## src/rtl/gerr_pkg.sv

```systemverilog
package gerr_pkg;
  // Byte offsets of the host-visible words; the confirmation word must sit
  // one word above the control word.
  localparam int OFF_STATUS   = 0;
  localparam int OFF_ACK      = 4;
  localparam int OFF_CTRL     = 8;
  localparam int OFF_CTRL_ACK = OFF_CTRL + 4;

  // Control bit that gates the error interrupt.
  localparam int IRQ_EN_BIT = 0;

  // Strobes from the decoder to the register datapath.
  typedef struct packed {
    logic ackWr;
    logic ctrlWr;
    logic selStatus;
    logic selAck;
    logic selCtrl;
    logic selCtrlAck;
  } strobe_t;
endpackage

```

## src/rtl/gerr_decode.sv

```systemverilog
module gerr_decode
  import gerr_pkg::*;
#(
  parameter int ADDR_W = 4
) (
  input  logic              wrEn,
  input  logic [ADDR_W-1:0] wrAddr,
  input  logic [ADDR_W-1:0] rdAddr,
  output strobe_t           stb
);
  localparam logic [ADDR_W-1:0] A_STATUS   = ADDR_W'(OFF_STATUS);
  localparam logic [ADDR_W-1:0] A_ACK      = ADDR_W'(OFF_ACK);
  localparam logic [ADDR_W-1:0] A_CTRL     = ADDR_W'(OFF_CTRL);
  localparam logic [ADDR_W-1:0] A_CTRL_ACK = ADDR_W'(OFF_CTRL_ACK);

  // Only the two host-owned words accept writes; all else is dropped.
  always_comb begin
    stb.ackWr      = wrEn && (wrAddr == A_ACK);
    stb.ctrlWr     = wrEn && (wrAddr == A_CTRL);
    stb.selStatus  = (rdAddr == A_STATUS);
    stb.selAck     = (rdAddr == A_ACK);
    stb.selCtrl    = (rdAddr == A_CTRL);
    stb.selCtrlAck = (rdAddr == A_CTRL_ACK);
  end
endmodule

```

## src/rtl/gerr_regs.sv

```systemverilog
module gerr_regs
  import gerr_pkg::*;
#(
  parameter int                   DATA_W   = 32,
  parameter int                   NUM_ERR  = 8,
  parameter logic [NUM_ERR-1:0]   IRQ_MASK = 8'h7F
) (
  input  logic               clk,
  input  logic               rstN,
  input  strobe_t            stb,
  input  logic [DATA_W-1:0]  wrData,
  input  logic [NUM_ERR-1:0] errIn,
  output logic [DATA_W-1:0]  rdData,
  output logic               irq,
  output logic [NUM_ERR-1:0] errState,
  output logic [NUM_ERR-1:0] errAck,
  output logic [DATA_W-1:0]  ctrlReg,
  output logic [DATA_W-1:0]  ctrlAck
);
  localparam int PAD_W = DATA_W - NUM_ERR;

  // One toggle cell per condition. The pending test uses the acknowledge
  // value that is being written this cycle, so a pulse that meets an
  // acknowledge write is kept.
  for (genvar b = 0; b < NUM_ERR; b++) begin : g_cell
    logic ackNextBit;
    logic pendNext;
    assign ackNextBit = stb.ackWr ? wrData[b] : errAck[b];
    assign pendNext   = errState[b] ^ ackNextBit;

    always_ff @(posedge clk or negedge rstN) begin
      if (!rstN) begin
        errState[b] <= 1'b0;
        errAck[b]   <= 1'b0;
      end else begin
        if (errIn[b] && !pendNext) errState[b] <= ~errState[b];
        errAck[b] <= ackNextBit;
      end
    end
  end

  // Control word and its one-cycle-late confirmation copy.
  always_ff @(posedge clk or negedge rstN) begin
    if (!rstN) begin
      ctrlReg <= '0;
      ctrlAck <= '0;
    end else begin
      if (stb.ctrlWr) ctrlReg <= wrData;
      ctrlAck <= ctrlReg;
    end
  end

  logic [NUM_ERR-1:0] pending;
  assign pending = errState ^ errAck;
  assign irq     = ctrlReg[IRQ_EN_BIT] && |(pending & IRQ_MASK);

  always_comb begin
    rdData = '0;
    unique case (1'b1)
      stb.selStatus:  rdData = {{PAD_W{1'b0}}, errState};
      stb.selAck:     rdData = {{PAD_W{1'b0}}, errAck};
      stb.selCtrl:    rdData = ctrlReg;
      stb.selCtrlAck: rdData = ctrlAck;
      default:        rdData = '0;
    endcase
  end
endmodule

```

## src/rtl/gerr_unit.sv

```systemverilog
module gerr_unit
  import gerr_pkg::*;
#(
  parameter int                 ADDR_W   = 4,
  parameter int                 DATA_W   = 32,
  parameter int                 NUM_ERR  = 8,
  parameter logic [NUM_ERR-1:0] IRQ_MASK = 8'h7F
) (
  input  logic               clk,
  input  logic               rstN,
  input  logic [NUM_ERR-1:0] errIn,
  input  logic               wrEn,
  input  logic [ADDR_W-1:0]  wrAddr,
  input  logic [DATA_W-1:0]  wrData,
  input  logic [ADDR_W-1:0]  rdAddr,
  output logic [DATA_W-1:0]  rdData,
  output logic               irq
);
  strobe_t            stb;
  logic [NUM_ERR-1:0] errState;
  logic [NUM_ERR-1:0] errAck;
  logic [DATA_W-1:0]  ctrlReg;
  logic [DATA_W-1:0]  ctrlAck;

  gerr_decode #(.ADDR_W(ADDR_W)) i_decode (
    .wrEn   (wrEn),
    .wrAddr (wrAddr),
    .rdAddr (rdAddr),
    .stb    (stb)
  );

  gerr_regs #(
    .DATA_W   (DATA_W),
    .NUM_ERR  (NUM_ERR),
    .IRQ_MASK (IRQ_MASK)
  ) i_regs (
    .clk      (clk),
    .rstN     (rstN),
    .stb      (stb),
    .wrData   (wrData),
    .errIn    (errIn),
    .rdData   (rdData),
    .irq      (irq),
    .errState (errState),
    .errAck   (errAck),
    .ctrlReg  (ctrlReg),
    .ctrlAck  (ctrlAck)
  );
endmodule

```

## config.mk

```make
export PLATFORM = sky130hd
export DESIGN_NAME = gerr_unit
export DESIGN_NICKNAME = d
export VERILOG_FILES = /design/src/rtl/gerr_pkg.sv /design/src/rtl/gerr_decode.sv /design/src/rtl/gerr_regs.sv /design/src/rtl/gerr_unit.sv
export SDC_FILE = /design/constraint.sdc
export NUM_CORES = 1
export LEC_CHECK = 0
export ABC_AREA = 1
export BUFFER_PORTS_ARGS = -buffer_cell sky130_fd_sc_hd__buf_4
export CAP_MARGIN = 10
export CORE_UTILIZATION = 48
export DETAILED_ROUTE_END_ITERATION = 12
export PLACE_DENSITY = 0.75
export SYNTH_ARGS = -nofsm -noshare
export SYNTH_HDL_FRONTEND = slang
export SYNTH_SLANG_ARGS = --single-unit
```

## constraint.sdc

```tcl
create_clock -name clk -period 0.8 [get_ports clk]
set_input_delay 0.08 -clock clk [delete_from_list [all_inputs] [get_ports clk]]
set_output_delay 0.08 -clock clk [all_outputs]
set_load 0.005 [all_outputs]
```

==> results of run 1 <==
==> cell usage after synthesis, drive strengths merged <==
library cell,count
dfrtp,80
clkbuf,2
xnor2,1
nand2,85
inv,49
a21oi,25
nand4,41
or2,6
o21ai,31
nor2,33
nand3,11
buf,16
==> per-layer routing <==
layer  wire length, um  vias up  global-route usage (%)  share of wire (%)
met5                 0        -                       0                  0
met4               537        0                    16.2                4.7
met3               612       52                    4.55                5.3
met2              6020      150                    49.0                 52
met1              4320     1721                    33.4                 38
li1                  -     1629                       -                  -
==> through the flow <==
stage | setup WS (ns) | cell area [um^2]
2_1_floorplan | -0.0364 | 3520
3_3_place_gp | -0.290 | 4460
3_5_place_dp | -0.283 | 4460
4_1_cts | -0.642 | 5370
5_1_grt | -0.747 | 5670
6_report | -0.669 | 5670
==> logic make-up (layout without fill, tap and decap cells) <==
group | Yosys count | in the layout | synth area share (%)
simple gates | 176 | 176 | 24.5
xor+xnor | 1 | 1 | 0.253
flops | 80 | 80 | 57.7
buf+inv | 67 | 262 | 8.62
compound gates | 56 | 56 | 8.84
==> worst min-delay path by stage <==
stage | to | cells after the start | startpoint | slack (ns)
floorplan | i_regs.ctrlAck[0] | 0 | rstN | -0.22
detailed placement | i_regs.ctrlAck[5] | 2 | rstN | 0.08
finish | i_regs.ctrlReg[20] | 3 | wrData[20] | -0.01
CTS | i_regs.ctrlReg[9] | 3 | wrData[9] | 0.002
global placement | i_regs.ctrlAck[5] | 2 | rstN | 0.08
global route | i_regs.ctrlReg[20] | 3 | wrData[20] | -0.02
==> worst max-delay path: stages (launching register included) <==
cell and delay (ns):
dfrtp_1 0.40, inv_2 0.05, nand2_1 0.06, nand2_1 0.05, nor2_2 0.11, nand2_1 0.08, nor2_1 0.10, nor2_1 0.05
buf_4 0.13
==> flip-flops by register name (all words and copies together) (netlist names) <==
name             flops
i_regs.ctrlAck      32
i_regs.ctrlReg      32
i_regs.errAck        8
i_regs.errState      8
==> final cells by class <==
type	count	area [um^2]	area share [%]
clock buffer	10	138	2.43
clock inverter	6	73.8	1.30
inverter	49	186	3.29
multi-input combinational	233	1420	25.0
sequential	80	2000	35.3
tap	96	120	2.12
timing repair buffer	197	1730	30.5
==> power by group <==
group / switching (mW) / internal, mW
registers: 0.533 / 4.84
logic: 1.33 / 1.64
clock network: 1.62 / 1.57
total: 3.48 / 8.05
==> repair_timing <==
| action | CTS | global route |
|---|---|---|
| pin swaps | 39 | 24 |
| gates resized for setup | 38 | 80 |
| setup endpoints to repair | 40 | 50 |
| hold buffers | 36 | 0 |
| setup buffers | 35 | 13 |
| gates cloned | 0 | 3 |
| endpoints found under the hold margin | 115 | 0 |
==> parameters.txt, run 1 <==
Parameter                              Value

STA
  Slew Limit Headroom ... 75.0%
  Peak Freq ... 681 MHz
  Final critical-path setup slack ... -0.669 ns
  Worst hold-check slack ... -0.0132 ns
  Final setup TNS ... -13.31 ns
  Final worst-path cycle share ... 184%
  Time the worst path needs with I/O delays and setup ... approximately 1.5 ns
  Hold Vio Cnt, Final ... 3
  Setup-violating endpoint count in the final report ... 40
  Tightest Pin Transition ... 0.375 ns
  Setup repair after global routing missed its margin ... yes
  Number of pins with negative max-slew slack in the final report ... 0
  Layout Skew ... around 0.012 ns

Cells and area
  Signed area change from the synthesized netlist to the final layout ... 63.4%
  Highest-count cells in the layout ignoring fill and taps ... 139 x buf_4, 80 x dfrtp_1, 59 x nand2_1
  Most common cell after layout, fill and taps aside ... buf_4
  Fill count ... 370
  Share of the core filled with cells in the final layout ... between 80% and 90%
  Share of cells above drive strength 1 ... between 40 and 50%
  Antenna Cells ... 0
  Number of nets at the end of the flow ... between 600 and 700
  Final standard cell count with taps included and fillers excluded ... 671

Worst setup path
  Critical path origin ... i_regs.errState[5]
  Worst Path Arrival ... between 1 and 1.5 ns
  CP endpoint ... irq
  Maximum fanout encountered on the critical timing path ... 3
  Startpoint kind of the worst setup timing path ... flip-flop
  Required time of the critical path ... approximately 0.7 ns
  Worst r2r dst ... i_regs.errState[4]
  R2r worst-path depth ... 5
  Endpoint type of the worst setup path ... primary output
  Setup slack on the worst flop-to-flop path ... -0.11 ns
  Launch instance of the worst register-to-register path ... i_regs.errAck[4]
  Crit Path Category ... reg -> out

Clocking
  Clock edge transition at the registers on the reported setup and hold paths ... 0.09 ns
  Number of levels the H-tree was split into ... 3
  Clock tree root buffer cell ... clkbuf_8
  CTS tree ... yes
  Total CTS buffers ... 9
  Latest clock arrival within the worst-skew pair ... 0.37 ns
  Max clock buf depth ... 2
  Clk sink count ... 80

Job
  Max capacitance violation total ... 0

Yosys
  Cell Area, Synth ... about 3500 um^2
  Cell taking the most area after synthesis ... dfrtp_1
  Yosys synthesis warning count ... 0
  Area share of the largest cell type after synthesis ... between 50% and 60%
  Total nets after synthesis ... between 400 and 500
  Distinct cell type count of the synthesized netlist ... 23
  Synth top area cells ... dfrtp_1 58%, nand2_1 9.2%, nand4_1 7.2%
  Sequential element share of the synthesized area ... slightly below 60%
  Cell count after synthesis ... 380
  Number of flip-flops and latches in the synthesized netlist ... 80
  Synthesized area per cell ... a little over 9 um^2

Floorplanning
  Core Area ... ~6900 um^2
  Total number of placement rows ... 30
  Full die area ... between 7000 and 8000 um^2
  Chip width ... about 87 um
  Initial Utilization ... 50.5%
  Height of the die ... 87.0 um
  Ports ... 84

Detailed routing
  Residual DRC count ... 0
  Detailed Route Iter0 Violations ... around 300
  First-pass iteration count of the detailed router ... 6
  Post-Route WL ... between 10 and 15 mm
  Vias ... approximately 3600
  Final ANT Viol Nets ... 0
  Wire length per cell ... ~17 um
  Via density per instance ... 5.29

GRT
  Via count of the first global-routing pass ... between 3000 and 4000
  Grt total ovfl ... 0
  GRT Util Overall ... approximately 28%
  Global-route wire length before repair ... ~16 mm
  Largest net degree at the start of global routing ... 53
  Initial antenna violation count ... 0

Placement
  Post-detail-place hpwl ... between 5 and 6 mm
  GP Congestion ... approximately 0.84
  Number of placed instances, taps included ... 580
  Number of port buffers ... 83

Pwr
  Power after layout ... 11.5 mW
  Total power per unit cell area ... slightly above 2000 nW/um^2
  Worst IR Drop VDD ... 1110 uV
  Leakage power total ... about 2.8 nW

Outcome
  Run status ... finished with violations
  Violations in the final reports ... negative hold slack, negative setup slack

Min path
  Min-delay worst type ... in -> reg
No activity file was read; power rests on OpenSTA's default activity.
==> inputs of run 2 (changes only) <==
==> constraint.sdc (replaced) <==
create_clock -name clk -period 0.8 [get_ports clk]
set_input_delay 0 -clock clk [delete_from_list [all_inputs] [get_ports clk]]
set_output_delay 0 -clock clk [all_outputs]
set_load 0.005 [all_outputs]
==> run 2 against run 1 <==
Clock power about the same. Critical path type unchanged. Combinational power down 4%. Wire length down 8.0%. First-iteration DRC count down 15%. Clock skew down 0.0059 ns. The flow finishes with violations (negative setup slack). Die area unchanged. Via count down 1.3%.
==> parameters.txt, run 2 (synthesized netlist as in run 1, its figures left out) <==
Parameter                              Value

Detailed routing
  Vias ... 3506 (-1.3%)
  Detailed Route Iter0 Violations ... 253 (-15%)
  Residual DRC count ... 0 (unchanged)
  First-pass iteration count of the detailed router ... 5 (-1)
  Post-Route WL ... 10.6 mm (-8.0%)
  Via density per instance ... 5.22 (-1.4%)
  Wire length per cell ... 15.7 um (-8.1%)
  Final ANT Viol Nets ... 0 (unchanged)

Worst setup path
  Worst Path Arrival ... 1.45 ns (+0.06 ns)
  Launch instance of the worst register-to-register path ... i_regs.errAck[5]
  Worst r2r dst ... i_regs.errState[5]
  Cells along the critical path ... inv_1, nand2_1, nand2_1, nor2_1, nand2_1, nor2_1, nor2_1, buf_4
  Maximum fanout encountered on the critical timing path ... 4 (+1)
  Standard cell with the maximum stage delay on the critical path ... dfrtp_1
  Gate family responsible for the most delay along the worst path ... simple AND/OR/NAND/NOR gates
  Critical Path Max Stage Delay ... 0.41 ns (about the same)
  Crit Path Category ... reg -> out
  R2r worst-path depth ... 5 (unchanged)
  Setup slack on the worst flop-to-flop path ... -0.14 ns (-0.03 ns)
  Count of buffer and inverter cells on the critical path ... 2 (unchanged)
  Endpoint type of the worst setup path ... primary output
  Required time of the critical path ... 0.80 ns (+0.08 ns)
  Startpoint kind of the worst setup timing path ... flip-flop

Cells and area
  Signed area change from the synthesized netlist to the final layout ... 63.2%
  Non-Filler Cell Area, Final ... 5660 um^2 (-0.15%)
  Number of nets at the end of the flow ... 622 (+0.16%)
  Most common cell after layout, fill and taps aside ... buf_4
  Final standard cell count with taps included and fillers excluded ... 672 (+0.15%)
  Highest-count cells in the layout ignoring fill and taps ... 132 x buf_4, 79 x dfrtp_1, 63 x nand2_1
  Share of cells above drive strength 1 ... 46.4% (-2.9 points)
  Share of the core filled with cells in the final layout ... 82.4% (-0.13 points)
  Largest registers ... i_regs.ctrlAck x32, i_regs.ctrlReg x32
  Antenna Cells ... 0 (unchanged)
  Fill count ... 389 (+5.1%)

Floorplanning
  Total number of placement rows ... 30 (unchanged)
  Height of the die ... 87.0 um (unchanged)
  Chip width ... 87.0 um (unchanged)
  Full die area ... 7570 um^2 (unchanged)
  Initial Utilization ... 50.5% (unchanged)
  Core Area ... 6870 um^2 (unchanged)
  Ports ... 84 (unchanged)

Pwr
  Total power per unit cell area ... 2020 nW/um^2 (-0.97%)
  Worst IR Drop VDD ... 1590 uV (+44%)
  Leakage power total ... 2.82 nW (-0.47%)
  Power after layout ... 11.4 mW (-1.1%)

GRT
  Global-route wire length before repair ... 15.2 mm (-4.7%)
  Grt total ovfl ... 0 (unchanged)
  Via count of the first global-routing pass ... 3407 (-1.0%)
  GRT Util Overall ... 26.6% (-1.7 points)
  Largest net degree at the start of global routing ... 45 (-15%)
  Initial antenna violation count ... 0 (unchanged)

Clocking
  Number of levels the H-tree was split into ... 3 (unchanged)
  CTS tree ... yes
  Clock edge transition at the registers on the reported setup and hold paths ... 0.09 ns (about the same)
  Clk sink count ... 80 (unchanged)
  Latest clock arrival within the worst-skew pair ... 0.35 ns (-0.02 ns)
  Max clock buf depth ... 2 (unchanged)
  Total CTS buffers ... 9 (unchanged)
  Clock tree root buffer cell ... clkbuf_8

STA
  Setup-violating endpoint count in the final report ... 43 (+7.5%)
  Worst hold-check slack ... 0.00574 ns (+0.0189 ns)
  Slew Limit Headroom ... 77.6% (+2.6 points)
  Hold Vio Cnt, Final ... 0 (-3)
  Final worst-path cycle share ... 181% (-2.6 points)
  Time the worst path needs with I/O delays and setup ... 1.45 ns (-0.0210 ns)
  Layout Skew ... 0.00630 ns (-0.00593 ns)
  Final setup TNS ... -9.80 ns (+3.50 ns)
  Number of pins with negative max-slew slack in the final report ... 0 (unchanged)
  Setup repair after global routing missed its margin ... yes
  Peak Freq ... 691 MHz (+1.4%)
  Final critical-path setup slack ... -0.648 ns (+0.0210 ns)
  Tightest Pin Transition ... 0.335 ns (-0.0401 ns)

Outcome
  Violations in the final reports ... negative setup slack
  Run status ... finished with violations

Placement
  Number of port buffers ... 83 (unchanged)
  Placed inst area ... 4440 um^2 (-0.39%)
  Number of placed instances, taps included ... 577 (-0.52%)
  Post-detail-place hpwl ... 5.56 mm (-0.55%)
  GP Congestion ... 0.960 (+14%)
  Worst slack at placement ... -0.225 ns (+0.0584 ns)

Min path
  Hold wc startpoint ... wrAddr[3]
  Min-delay worst type ... in -> reg
  Worst hold path depth ... 4 (+1)
  Hold Path Sink ... i_regs.errAck[7]

Job
  Max capacitance violation total ... 0 (unchanged)
-- run 2: cell type report --
type	count	area [um^2]	area share, %
timing repair buffer	198	1770	31.3
clock buffer	10	138	2.43
multi-input combinational	233	1370	24.1
inverter	49	184	3.25
sequential	80	2000	35.4
clock inverter	6	76.3	1.35
tap	96	120	2.12
-- run 2: worst max path at each step --
stage               cells past startpoint  slack, ns                 end             start
CTS                                     8      -0.55                 irq  i_regs.errAck[6]
global route                            8      -0.71                 irq  i_regs.errAck[6]
finish                                  8      -0.65                 irq  i_regs.errAck[6]
detailed placement                      7      -0.22  i_regs.errState[0]         wrAddr[2]
global placement                        7      -0.18  i_regs.errState[1]         wrAddr[2]
floorplan                               5       0.03   i_regs.ctrlReg[9]         wrAddr[1]
-- run 2: timing repair --
item / CTS / global route
endpoints found under the hold margin: 128 / 0
cloned: 0 / 3
resized for setup: 53 / 63
setup endpoints to repair: 39 / 48
hold buffers: 41 / 0
setup buffers: 28 / 11
pin swaps: 38 / 17
-- run 2: where the power goes --
part	switching (mW)	internal, mW
Combinational	1.24	1.60
Sequential	0.514	4.84
Clock	1.62	1.58
Total	3.38	8.02
-- run 2: routing by layer --
metal	vias to the layer above	wire length, um	GRT usage, %
met5	-	0	0
li1	1621	-	-
met4	0	425	14.4
met3	42	441	5.78
met1	1693	4120	31.2
met2	150	5590	45.6
-- run 2: worst register-to-register path, delay by kind of cell, from the launching register on --
family,cells,cell delay [ns]
AND/OR/NAND/NOR,3,0.24
buffers and inverters,2,0.24
flip-flops,1,0.42
==> inputs of run 3 (changes only) <==
--- a/config.mk
+++ b/config.mk
@@ -8,9 +8,10 @@
 export ABC_AREA = 1
 export BUFFER_PORTS_ARGS = -buffer_cell sky130_fd_sc_hd__buf_4
 export CAP_MARGIN = 10
-export CORE_UTILIZATION = 48
+export CORE_UTILIZATION = 47
 export DETAILED_ROUTE_END_ITERATION = 12
-export PLACE_DENSITY = 0.75
+export PLACE_DENSITY = 0.74
 export SYNTH_ARGS = -nofsm -noshare
 export SYNTH_HDL_FRONTEND = slang
+export SYNTH_HIERARCHICAL = 1
 export SYNTH_SLANG_ARGS = --single-unit
==> run 3 against run 2 <==
The flow finishes with violations (design-rule violations, negative setup slack). Wire length decreased by 17%. Total power decreased by 1.7%. Clock skew decreased by 0.00098 ns. Worst hold slack improved by 0.031 ns. Core utilization decreased by 1.6 points. Clock-buffer cell count increased by 2. Critical path type unchanged. Highest routed layer unchanged.
==> parameters.txt, run 3 <==
Parameter                              Value

Floorplanning
  Height of the die ... 84.8 um (-2.5%)
  Total number of placement rows ... 29 (-3.3%)
  Core Area ... 6490 um^2 (-5.4%)
  Chip width ... 84.8 um (-2.5%)
  Initial Utilization ... 49.6% (-0.83 points)
  Full die area ... 7200 um^2 (-4.9%)
  Ports ... 84 (unchanged)

GRT
  GRT Util Overall ... 25.1% (-1.5 points)
  Grt total ovfl ... 0 (unchanged)
  Global-route wire length before repair ... 13.9 mm (-9.0%)
  Initial antenna violation count ... 0 (unchanged)
  Via count of the first global-routing pass ... 3080 (-9.6%)
  Largest net degree at the start of global routing ... 41 (-8.9%)

Detailed routing
  Final ANT Viol Nets ... 0 (unchanged)
  Post-Route WL ... 8.81 mm (-17%)
  Wire length per cell ... 14.6 um (-7.4%)
  Residual DRC count ... 7 (+7)
  Detailed Route Iter0 Violations ... 152 (-40%)
  Vias ... 3039 (-13%)
  First-pass iteration count of the detailed router ... 11 (+6)
  Via density per instance ... 5.03 (-3.6%)

STA
  Slew Limit Headroom ... 75.6% (-2.0 points)
  Peak Freq ... 711 MHz (+3.0%)
  Setup repair after global routing missed its margin ... yes
  Hold Vio Cnt, Final ... 0 (unchanged)
  Tightest Pin Transition ... 0.366 ns (+0.0302 ns)
  Setup-violating endpoint count in the final report ... 41 (-4.7%)
  Final worst-path cycle share ... 176% (-5.2 points)
  Number of pins with negative max-slew slack in the final report ... 0 (unchanged)
  Layout Skew ... 0.00532 ns (-0.000983 ns)
  Final critical-path setup slack ... -0.606 ns (+0.0419 ns)
  Time the worst path needs with I/O delays and setup ... 1.41 ns (-0.0419 ns)

Worst setup path
  Required time of the critical path ... 0.80 ns (about the same)
  Worst Path Arrival ... 1.41 ns (-0.04 ns)
  Crit Path Category ... reg -> out
  Endpoint type of the worst setup path ... primary output
  Maximum fanout encountered on the critical timing path ... 3 (-1)
  Startpoint kind of the worst setup timing path ... flip-flop

Yosys
  Most frequently used cell type in the post-synthesis netlist ... nand2_1
  Number of enable flip-flop cells after synthesis ... 0 (unchanged)
  Synthesized area per cell ... 9.19 um^2 (+0.68%)
  Sequential element share of the synthesized area ... 62.1% (+4.3 points)
  Xor and xnor area share after synthesis ... 0.272% (+0.019 points)
  Total nets after synthesis ... 402 (-6.7%)
  Number of flip-flops and latches in the synthesized netlist ... 80 (unchanged)
  Async set-or-reset flop fraction in the synthesized netlist ... 100% (unchanged)
  Dominant combinational cell family by area after synthesis ... simple AND/OR/NAND/NOR gates
  Yosys synthesis warning count ... 6 (+6)
  Adder-cell share of the synthesized area ... 0% (unchanged)
  Predominant post-synthesis flop cell ... dfrtp_1
  Distinct cell type count of the synthesized netlist ... 16 (-30%)
  Complex-gate fraction of the synthesized area ... 12.3% (+3.4 points)
  Multiplexer share of the synthesized area ... 2.44% (+2.4 points)
  Cell count after synthesis ... 351 (-7.6%)
  Commonest cells post-synth ... 105 x nand2_1, 80 x dfrtp_1, 55 x o21ai_0
  Cell Area, Synth ... 3220 um^2 (-7.0%)
  Cell taking the most area after synthesis ... dfrtp_1
  Area fraction in and, or, nand and nor cells after synthesis ... 15.0% (-9.6 points)
  Synth top area cells ... dfrtp_1 62%, nand2_1 12%, o21ai_0 8.5%
  Area share of the largest cell type after synthesis ... 62.1% (+4.3 points)

Cells and area
  Fill count ... 360 (-7.5%)
  Number of nets at the end of the flow ... 574 (-7.7%)
  Storage cell area ... 2000 um^2 (about the same)
  Largest registers ... i_regs/ctrlAck x32, i_regs/ctrlReg x32
  Signed area change from the synthesized netlist to the final layout ... 62.8%
  Antenna Cells ... 0 (unchanged)
  Multi-input logic area ... 1230 um^2 (-10%)
  Most common cell after layout, fill and taps aside ... buf_4
  Share of cells above drive strength 1 ... 46.7% (+0.33 points)
  Highest-count cells in the layout ignoring fill and taps ... 112 x buf_4, 94 x nand2_1, 80 x dfrtp_1

Clocking
  CTS tree ... yes
  Clock tree root buffer cell ... clkbuf_8
  Clk sink count ... 80 (unchanged)
  Latest clock arrival within the worst-skew pair ... 0.34 ns (about the same)
  Clock edge transition at the registers on the reported setup and hold paths ... 0.07 ns (-0.02 ns)
  Max clock buf depth ... 2 (unchanged)
  Total CTS buffers ... 9 (unchanged)
  Number of levels the H-tree was split into ... 3 (unchanged)

Outcome
  Violations in the final reports ... design-rule violations, negative setup slack
  Run status ... finished with violations

Pwr
  Leakage power total ... 2.52 nW (-11%)
  Total power per unit cell area ... 2140 nW/um^2 (+5.9%)
  Power after layout ... 11.2 mW (-1.7%)
  Worst IR Drop VDD ... 1360 uV (-15%)

Placement
  Worst slack at placement ... -0.214 ns (+0.0104 ns)
  Number of port buffers ... 83 (unchanged)
  Post-detail-place hpwl ... 4.93 mm (-11%)
  GP Congestion ... 0.774 (-19%)

Min path
  Min-delay worst type ... in -> async

Job
  Max capacitance violation total ... 0 (unchanged)
-- run 3: layer usage --
| layer | part of all wire [%] | track usage [%] |
|---|---|---|
| met5 | 0 | 0 |
| met4 | 2.9 | 12.2 |
| met3 | 4.1 | 5.45 |
| met2 | 53 | 43.5 |
| met1 | 40 | 29.9 |
-- run 3: cells by family after synthesis --
| family | after synthesis |
|---|---|
| AO/OA/AOI/OAI | 73 |
| XOR/XNOR | 1 |
| AND/OR/NAND/NOR | 127 |
| multiplexers | 7 |
| flip-flops | 80 |
| buffers and inverters | 63 |
-- run 3: worst paths after layout --
path                                    startpoint            endpoint  slack (ns)  cells past startpoint
worst max-delay path              i_regs/errAck[6]                 irq       -0.61                      8
worst min-delay path                          rstN  i_regs/ctrlReg[13]        0.04                      2
worst max register to register  i_regs/errState[4]  i_regs/errState[4]       -0.13                      4
worst min register to register  i_regs/ctrlReg[19]  i_regs/ctrlAck[19]        0.38                      0
max in group asynchronous                     rstN   i_regs/ctrlAck[3]        0.34                      3
min in group clk                         wrAddr[3]    i_regs/errAck[2]        0.21                      7
-- run 3: where the power goes --
| group | internal (mW) | switching, mW |
|---|---|---|
| registers | 4.99 | 0.542 |
| logic | 1.56 | 1.26 |
| clock network | 1.51 | 1.35 |
| total | 8.05 | 3.16 |
-- run 3: critical path: stages (launching register included) --
cell,delay (ns)
dfrtp_1,0.38
inv_1,0.08
nand2_1,0.07
nand2_1,0.09
nor2_4,0.11
nand2_2,0.06
nor2_2,0.09
nor2_1,0.04
buf_4,0.13
-- run 3: what timing repair did --
action,CTS,global route
resized for setup,81,65
hold endpoints to repair,128,0
endpoints found under the setup margin,41,48
buffers inserted,11,21
pin swaps,6,16
hold buffers,41,0
-- run 3: area by class of cell --
class                           instances  area share, %
Sequential cell                        80           38.1
Timing Repair Buffer                  174           29.5
Multi-Input combinational cell        208           23.4
Inverter                               50           3.58
Clock buffer                           12           2.77
Tap cell                               77           1.84
Clock inverter                          3          0.810
-- run 3: per-stage QoR --
stage,cells,hold WS (ns),instance area (um^2),TNS (ns),util [%]
after floorplan,351,-0.296,3240,-0.143,-
after detailed placement,522,-0.147,4160,-11.82,64.0
final,604,0.0370,5250,-8.79,80.8
after global routing,604,0.0404,5250,-11.06,80.8
after CTS,588,0.0235,4980,-8.62,76.6
after global placement,522,-0.149,4160,-11.02,64.0
